## src/rtl/ddr_init_pkg.sv

```systemverilog
package ddr_init_pkg;
  typedef enum logic [2:0] {
    CMD_LMR = 3'b000,
    CMD_REF = 3'b001,
    CMD_PRE = 3'b010,
    CMD_NOP = 3'b111
  } ddr_cmd_e;

  typedef enum logic [1:0] {
    ST_IDLE,
    ST_ISSUE,
    ST_GAP,
    ST_READY
  } seq_state_e;

  localparam int NUM_STEPS = 7;
  localparam int STEP_W    = 3;
endpackage

```

## src/rtl/seq_rst_sync.sv

```systemverilog
module seq_rst_sync (
  input  logic clk,
  input  logic rst_n,
  output logic rst_sync_n
);
  logic meta_q;

  always_ff @(posedge clk or negedge rst_n) begin
    if (!rst_n) begin
      meta_q     <= 1'b0;
      rst_sync_n <= 1'b0;
    end else begin
      meta_q     <= 1'b1;
      rst_sync_n <= meta_q;
    end
  end
endmodule

```

## src/rtl/init_step_rom.sv

```systemverilog
module init_step_rom
  import ddr_init_pkg::*;
#(
  parameter int AW         = 13,
  parameter int BAW        = 2,
  parameter int CW         = 8,
  parameter int T_RP       = 3,
  parameter int T_MRD      = 2,
  parameter int T_RFC      = 10,
  parameter int T_DLL      = 200,
  parameter int BL_CODE    = 3,
  parameter int CAS_CODE   = 6,
  parameter bit INTERLEAVE = 1'b0,
  parameter bit HALF_DRIVE = 1'b0
) (
  input  logic [STEP_W-1:0] step_i,
  output ddr_cmd_e          cmd_o,
  output logic [BAW-1:0]    bank_o,
  output logic [AW-1:0]     addr_o,
  output logic [CW-1:0]     gap_o
);
  // Mode register image: burst length [2:0], ordering [3], CAS [6:4], DLL reset [8]
  localparam logic [AW-1:0] MR_BASE =
      AW'(BL_CODE & 7) | (AW'(INTERLEAVE) << 3) | (AW'(CAS_CODE & 7) << 4);
  localparam logic [AW-1:0] MR_DLLRST = MR_BASE | (AW'(1) << 8);
  // Extended image: bit 0 = 0 keeps DLL on, bit 1 selects reduced drive
  localparam logic [AW-1:0] EMR_VAL   = AW'(HALF_DRIVE) << 1;
  localparam logic [AW-1:0] PRE_ALL   = AW'(1) << 10;

  always_comb begin
    cmd_o  = CMD_NOP;
    bank_o = '0;
    addr_o = '0;
    gap_o  = CW'(T_MRD);
    unique case (step_i)
      3'd0: begin cmd_o = CMD_PRE; addr_o = PRE_ALL;   gap_o = CW'(T_RP);  end
      3'd1: begin cmd_o = CMD_LMR; bank_o = BAW'(1); addr_o = EMR_VAL; gap_o = CW'(T_MRD); end
      3'd2: begin cmd_o = CMD_LMR; addr_o = MR_DLLRST; gap_o = CW'(T_DLL); end
      3'd3: begin cmd_o = CMD_PRE; addr_o = PRE_ALL;   gap_o = CW'(T_RP);  end
      3'd4: begin cmd_o = CMD_REF;                     gap_o = CW'(T_RFC); end
      3'd5: begin cmd_o = CMD_REF;                     gap_o = CW'(T_RFC); end
      3'd6: begin cmd_o = CMD_LMR; addr_o = MR_BASE;   gap_o = CW'(T_MRD); end
      default: begin cmd_o = CMD_NOP; end
    endcase
  end
endmodule

```

## src/rtl/gap_timer.sv

```systemverilog
module gap_timer #(
  parameter int CW = 8
) (
  input  logic          clk,
  input  logic          rst_n,
  input  logic          load_i,
  input  logic [CW-1:0] load_val_i,
  output logic          last_o
);
  logic [CW-1:0] cnt_q, cnt_d;
  logic          cnt_en;

  assign cnt_en = load_i || (cnt_q != '0);

  always_comb begin
    if (load_i) cnt_d = load_val_i;
    else        cnt_d = cnt_q - CW'(1);
  end

  always_ff @(posedge clk or negedge rst_n) begin
    if (!rst_n)      cnt_q <= '0;
    else if (cnt_en) cnt_q <= cnt_d;
  end

  assign last_o = (cnt_q == CW'(1));
endmodule

```

## src/rtl/refresh_ticker.sv

```systemverilog
module refresh_ticker #(
  parameter int T_REFI = 780
) (
  input  logic clk,
  input  logic rst_n,
  input  logic en_i,
  output logic fire_o
);
  localparam int RW = $clog2(T_REFI + 1);
  logic [RW-1:0] cnt_q, cnt_d;

  assign fire_o = en_i && (cnt_q == RW'(T_REFI - 1));

  always_comb begin
    if (!en_i)       cnt_d = '0;
    else if (fire_o) cnt_d = '0;
    else             cnt_d = cnt_q + RW'(1);
  end

  always_ff @(posedge clk or negedge rst_n) begin
    if (!rst_n) cnt_q <= '0;
    else        cnt_q <= cnt_d;
  end
endmodule

```

## src/rtl/ddr_pwrup_seq.sv

```systemverilog
module ddr_pwrup_seq
  import ddr_init_pkg::*;
#(
  parameter int AW         = 13,
  parameter int BAW        = 2,
  parameter int T_RP       = 3,
  parameter int T_MRD      = 2,
  parameter int T_RFC      = 10,
  parameter int T_DLL      = 200,
  parameter int T_REFI     = 780,
  parameter int BL_CODE    = 3,
  parameter int CAS_CODE   = 6,
  parameter bit INTERLEAVE = 1'b0,
  parameter bit HALF_DRIVE = 1'b0
) (
  input  logic           clk,
  input  logic           rst_n,
  input  logic           start_i,
  output logic [2:0]     cmd_o,
  output logic [BAW-1:0] bank_o,
  output logic [AW-1:0]  addr_o,
  output logic           done_o
);
  localparam int GAP_A   = (T_RP > T_MRD) ? T_RP : T_MRD;
  localparam int GAP_B   = (T_RFC > T_DLL) ? T_RFC : T_DLL;
  localparam int GAP_MAX = (GAP_A > GAP_B) ? GAP_A : GAP_B;
  localparam int CW      = $clog2(GAP_MAX + 1);
  localparam logic [STEP_W-1:0] LAST_STEP = STEP_W'(NUM_STEPS - 1);

  logic              rst_i_n;
  seq_state_e        st_q, st_d;
  logic [STEP_W-1:0] step_q, step_d;
  logic              step_en;
  ddr_cmd_e          rom_cmd;
  logic [BAW-1:0]    rom_bank;
  logic [AW-1:0]     rom_addr;
  logic [CW-1:0]     rom_gap;
  logic              gap_last;
  logic              ref_fire;

  seq_rst_sync u_rst (
    .clk        (clk),
    .rst_n      (rst_n),
    .rst_sync_n (rst_i_n)
  );

  init_step_rom #(
    .AW(AW), .BAW(BAW), .CW(CW), .T_RP(T_RP), .T_MRD(T_MRD), .T_RFC(T_RFC),
    .T_DLL(T_DLL), .BL_CODE(BL_CODE), .CAS_CODE(CAS_CODE),
    .INTERLEAVE(INTERLEAVE), .HALF_DRIVE(HALF_DRIVE)
  ) u_rom (
    .step_i (step_q),
    .cmd_o  (rom_cmd),
    .bank_o (rom_bank),
    .addr_o (rom_addr),
    .gap_o  (rom_gap)
  );

  gap_timer #(.CW(CW)) u_gap (
    .clk        (clk),
    .rst_n      (rst_i_n),
    .load_i     (st_q == ST_ISSUE),
    .load_val_i (rom_gap - CW'(1)),
    .last_o     (gap_last)
  );

  refresh_ticker #(.T_REFI(T_REFI)) u_refi (
    .clk    (clk),
    .rst_n  (rst_i_n),
    .en_i   (st_q == ST_READY),
    .fire_o (ref_fire)
  );

  // Next-state logic; start is only looked at in idle
  always_comb begin
    st_d    = st_q;
    step_d  = step_q;
    step_en = 1'b0;
    unique case (st_q)
      ST_IDLE: begin
        if (start_i) begin
          st_d    = ST_ISSUE;
          step_d  = '0;
          step_en = 1'b1;
        end
      end
      ST_ISSUE: st_d = ST_GAP;
      ST_GAP: begin
        if (gap_last) begin
          if (step_q == LAST_STEP) begin
            st_d = ST_READY;
          end else begin
            st_d    = ST_ISSUE;
            step_d  = step_q + STEP_W'(1);
            step_en = 1'b1;
          end
        end
      end
      ST_READY: st_d = ST_READY;
      default:  st_d = ST_IDLE;
    endcase
  end

  always_ff @(posedge clk or negedge rst_i_n) begin
    if (!rst_i_n) begin
      st_q   <= ST_IDLE;
      step_q <= '0;
    end else begin
      st_q <= st_d;
      if (step_en) step_q <= step_d;
    end
  end

  // Command decode from registered state
  always_comb begin
    cmd_o  = CMD_NOP;
    bank_o = '0;
    addr_o = '0;
    if (st_q == ST_ISSUE) begin
      cmd_o  = rom_cmd;
      bank_o = rom_bank;
      addr_o = rom_addr;
    end else if (ref_fire) begin
      cmd_o = CMD_REF;
    end
  end

  assign done_o = (st_q == ST_READY);
endmodule

```

## config.mk

```make
export PLATFORM = sky130hd
export DESIGN_NAME = ddr_pwrup_seq
export DESIGN_NICKNAME = d
export VERILOG_FILES = /design/src/rtl/ddr_init_pkg.sv /design/src/rtl/seq_rst_sync.sv /design/src/rtl/init_step_rom.sv /design/src/rtl/gap_timer.sv /design/src/rtl/refresh_ticker.sv /design/src/rtl/ddr_pwrup_seq.sv
export SDC_FILE = /design/constraint.sdc
export NUM_CORES = 1
export LEC_CHECK = 0
export ABC_AREA = 1
export BUFFER_PORTS_ARGS = -buffer_cell sky130_fd_sc_hd__buf_2
export CAP_MARGIN = 15
export CORE_MARGIN = 5
export CORE_UTILIZATION = 55
export DETAILED_ROUTE_END_ITERATION = 10
export PLACE_DENSITY = 0.77
export SLEW_MARGIN = 20
export SYNTH_ARGS = -nofsm -noshare
export SYNTH_HDL_FRONTEND = slang
export SYNTH_SLANG_ARGS = --single-unit
```

## constraint.sdc

```tcl
create_clock -name clk -period 3.9 [get_ports clk]
set_clock_uncertainty 0.05 [all_clocks]
set_input_delay 0.78 -clock clk [delete_from_list [all_inputs] [get_ports clk]]
set_output_delay 0.78 -clock clk [all_outputs]
set_load 0.005 [all_outputs]
```

==> results.toml, run 1 <==
[synth]
synth_flop_cell = "dfrtp_1"
ys_seq_area_share_pct = 38.1
syn_area_per_cell_um2 = 7.43
synth_area_leaders = "dfrtp_1 (38%), nand2_1 (8.7%), inv_1 (8.2%)"
yosysTopAreaCellShare_pct = 38.1
ys_async_sr_fraction_pct = 100
postSynthCellCount = 221
synth-edff-count = 0
synth-seq-cells = 25
ys_top_cells_by_count = "nand2_1 (38), inv_1 (36), nor2_1 (34), dfrtp_1 (25), nand3_1 (17)"
yosysMostFrequentCell = "nand2_1"
synth.largest_area_cell = "dfrtp_1"
yosysWarnings = 0
syn_area_um2 = 1640
synth_cell_types = 26

[clocking]
cts-buffers-inserted = 3
post_cts_buffers = 0
cts.sinks = 25
clk_latency_ps = 310
cts_root_buf = "clkbuf_4"
cts_tree = "yes"
cts_resized = 0
ctsHoldBuffers = 0
clk_pin_slew_ps = 140
cts_buffer_depth = 2
h-tree-depth = 1

[timing]
fmax_mhz = 386
tns_ps = 0
report.final.setup_viol = 0
worst_pin_slew_ps = 932
timing.final.crit_period_ps = 2590
period_share_pct = 66.4
slew_headroom_pct = 37.9
rsz0062_at_grt = "false"
hold_viol = 0
hold_slack_ps = 169
drv_slew = 0

[placed_design]
portBuffers = 13
placed_cells = 259
place_congestion = 0.822
dp_hpwl_um = 2220
placed_area_um2 = 1670

[drt]
drt_iter0_markers = 50
wl_per_cell_um = 10.7
ant_nets = 0
drc = 0
detail_route.first_pass.iterations = 4
vias = 1311
vias_per_cell = 4.98
drt_wl_total_um = 2820

[setup_path]
endpoint_kind = "primary output"
cp.required_ps = 3070
critPathLaunchType = "flip-flop"
crit_arrival_ps = 1760
worstPathMaxFanout = 5
path_class = "reg -> out"

[global_route]
grt_max_degree = 24
grtUsageTotal_pct = 14.9
antenna_found_initial = 0
grt_overflow_total = 0
grt_pass1_wl_um = 4990
grt_pass1_vias = 1165

[status]
status = "finished clean"

[floorplanning]
num_io_pins = 22
rows = 19
dieArea_um2 = 4180
design.core.area_um2 = 2810
start_util_pct = 58.5
die_h_um = 64.6
die_w_um = 64.6

[finish]
design_area_um2 = 1700
stdcell_count = 263
antenna_cells = 0
drive_gt1_share_pct = 12.1
syn_to_final_growth_pct = 3.43
finalNetCount = 246

[power]
power.density_nw_per_um2 = 555
power.leakage_nw = 0.908
vdd_drop_max_mv = 0.302
finalPower_uw = 942

[flow_run]
cap_violations = 0

[hold_path]
hp-class = "in -> async"
-- registers in the layout, summed over array words and instances, names as in the netlist --
name,count
u_refi.cnt_q,10
u_gap.cnt_q,8
step_q,3
st_q,2
u_rst.meta_q,1
u_rst.rst_sync_n,1
-- metrics by stage --
stage	util [%]	setup WS [ps]
after floorplan	-	1820
after global placement	59.5	1690
after detailed placement	59.5	1680
after CTS	60.5	1300
after global routing	60.5	1190
final	60.5	1310
-- per-layer routing --
metal	global-route usage, %	wire, um
met4	4.22	19
met1	20.0	1420
met2	24.9	1280
met5	0	0
met3	2.25	111
-- layout make-up --
| cell class | instances | area [um^2] |
|---|---|---|
| well taps | 31 | 38.8 |
| clock buffers | 3 | 22.5 |
| flip-flops and latches | 25 | 626 |
| repair buffers | 13 | 65.1 |
| clock inverters | 1 | 5.00 |
| multi-input cells | 153 | 802 |
| fillers | 268 | 1110 |
| inverters | 37 | 139 |
-- critical path, cell delays in order, from the launching register on --
cell,delay (ps)
dfrtp_1,450
ha_1,210
ha_1,160
o21bai_1,170
inv_1,90
nand2_1,70
o21ai_0,150
buf_2,140
-- worst paths after layout --
kind	from	depth (start not counted)	to	slack [ps]
min in group clk	u_rst.meta_q	0	u_rst.rst_sync_n	320
worst max register to register	step_q[0]	11	u_gap.cnt_q[3]	2050
worst max-delay path	step_q[0]	7	cmd_o[2]	1310
worst min register to register	u_rst.meta_q	0	u_rst.rst_sync_n	320
worst min-delay path	rst_n	1	u_rst.rst_sync_n	170
max in group asynchronous	u_rst.rst_sync_n	0	u_refi.cnt_q[0]	2890
-- kinds of logic (layout without fill, tap and decap cells) --
group	Yosys count	after routing	synth area share, %
simple gates	109	109	29.9
buf+inv	50	54	14.6
flops	25	25	38.1
compound gates	20	20	6.63
fa+ha+maj	10	10	7.62
xor+xnor	5	5	2.67
other cells	2	9	0.457
-- power by group --
part	switching [mW]	internal (mW)	leakage [nW]	total, mW
registers	0.0763	0.334	0.317	0.410
clock network	0.0769	0.0383	0.0177	0.115
logic	0.258	0.158	0.573	0.417
-- placed cells by master (no fill, tap or decap), drive strengths merged --
master  synthesis  routed
a211oi          1       1
a21oi           8       8
buf            13      13
clkbuf          0       3
clkinv          0       1
conb            2       9
dfrtp          25      25
ha             10      10
inv            37      37
nand2          41      41
nand3          18      18
nand4           3       3
nor2           39      39
nor3            5       5
nor3b           2       2
o211ai          1       1
o21ai           8       8
o21bai          1       1
o22ai           1       1
or2             1       1
xnor2           3       3
xor2            2       2
(Power assumes the default switching activity.)
==> run 2, diff against run 1 <==
Clock period 3.9 ns to 2.55 ns, I/O delays scaled along.
==> results.toml, run 2 (synthesis results as in run 1) <==
[clocking]
cts_tree = "yes"
cts.sinks = 25
cts_resized = 0
h-tree-depth = 1
clk_pin_slew_ps = 140
cts-buffers-inserted = 3
cts_buffer_depth = 2
clk_latency_ps = 310
cts_root_buf = "clkbuf_4"

[finish]
finalNetCount = 247
final_common_cell = "nand2_1"
largest-register = "u_refi.cnt_q"
antenna_cells = 0
fill_cells = 258
layout.area.seq_um2 = 626
design_area_um2 = 1710
final_cell_mix = "nand2_1 (38), inv_1 (36), nor2_1 (34)"
largest_reg_flops = 10
top_regs = "u_refi.cnt_q: 10 flops, u_gap.cnt_q: 8 flops, step_q: 3 flops"
drive_gt1_share_pct = 12.0
utilization_pct = 60.9
syn_to_final_growth_pct = 4.04
multi_input_area_um2 = 802
stdcell_count = 264

[timing]
hold_viol = 0
hold_slack_ps = 316
report.final.setup_viol = 0
tns_ps = 0
fmax_mhz = 430
finalWorstSetupSlack_ps = 226
drv_slew = 0
slew_headroom_pct = 38.4
timing.final.crit_period_ps = 2320
worst_pin_slew_ps = 924
period_share_pct = 91.1
rsz0062_at_grt = "false"

[placed_design]
dp_hpwl_um = 2160
place_congestion = 0.822
pre_cts_ws_ps = 594
placed_area_um2 = 1670
placed_cells = 259
portBuffers = 13

[setup_path]
critPathLaunchType = "flip-flop"
critPathMaxStageDelay_ps = 450
cp_num_buf_inv = 2
cp_top_family = "flip-flops"
worstPathMaxFanout = 5
crit_top_cell = "ha_1"
cp_cell_sequence = "ha_1, ha_1, o21bai_1, inv_1, nand2_1, o21ai_0, buf_2"
cp.required_ps = 1990
slowest_stage = "dfrtp_1"
worst-path-stages = 7
path_class = "reg -> out"
endpoint_kind = "primary output"
crit_arrival_ps = 1760
r2r_setup_slack_ps = 680
rr_worst_depth = 11

[flow_run]
cap_violations = 0

[floorplanning]
design.core.area_um2 = 2810
die_w_um = 64.6
die_h_um = 64.6
start_util_pct = 58.5
dieArea_um2 = 4180
num_io_pins = 22
rows = 19

[drt]
wl_per_cell_um = 10.5
drt_iter0_markers = 47
detail_route.first_pass.iterations = 4
ant_nets = 0
drt_wl_total_um = 2770
drc = 0
vias_per_cell = 4.90
vias = 1293

[global_route]
grtUsageTotal_pct = 14.5
grt_pass1_vias = 1170
grt_max_degree = 24
grt_overflow_total = 0
grt_pass1_wl_um = 4890
antenna_found_initial = 0

[hold_path]
hp-class = "reg -> reg"
hold_depth = 0

[power]
power.density_nw_per_um2 = 841
power.leakage_nw = 0.912
vdd_drop_max_mv = 0.513
finalPower_mw = 1.44

[status]
status = "finished clean"
[run 2: path summary, 6_finish.rpt]
kind                                  start               end
hold / removal                 u_rst.meta_q  u_rst.rst_sync_n
hold reg to reg                u_rst.meta_q  u_rst.rst_sync_n
max in group asynchronous  u_rst.rst_sync_n    u_gap.cnt_q[3]
setup reg to reg                  step_q[0]    u_gap.cnt_q[3]
min in group asynchronous  u_rst.rst_sync_n   u_refi.cnt_q[4]
setup / recovery                  step_q[0]          cmd_o[2]
[run 2: what timing repair did]
item | CTS | global route
hold buffers | 1 | 0
endpoints found under the hold margin | 2 | 0
buffers inserted | 0 | 0
[run 2: final cells by class]
cell class              instances  share of cell area [%]
multi-input cells             153                    47.0
flip-flops and latches         25                    36.6
inverters                      37                    8.13
repair buffers                 14                    4.40
well taps                      31                    2.27
clock buffers                   3                    1.32
clock inverters                 1                   0.293
[run 2: where the power goes]
part	internal [mW]	switching, mW	total (mW)
clock network	0.0586	0.117	0.176
registers	0.511	0.116	0.626
logic	0.243	0.392	0.634
total	0.812	0.625	1.44
[run 2: per-layer routing]
metal / vias up / part of all wire [%] / track usage, %
met2: 23 / 45 / 23.5
met4: 0 / 0.69 / 5.01
li1: 694 / - / -
met3: 2 / 4.6 / 2.25
met1: 574 / 49 / 19.8
met5: - / 0 / 0
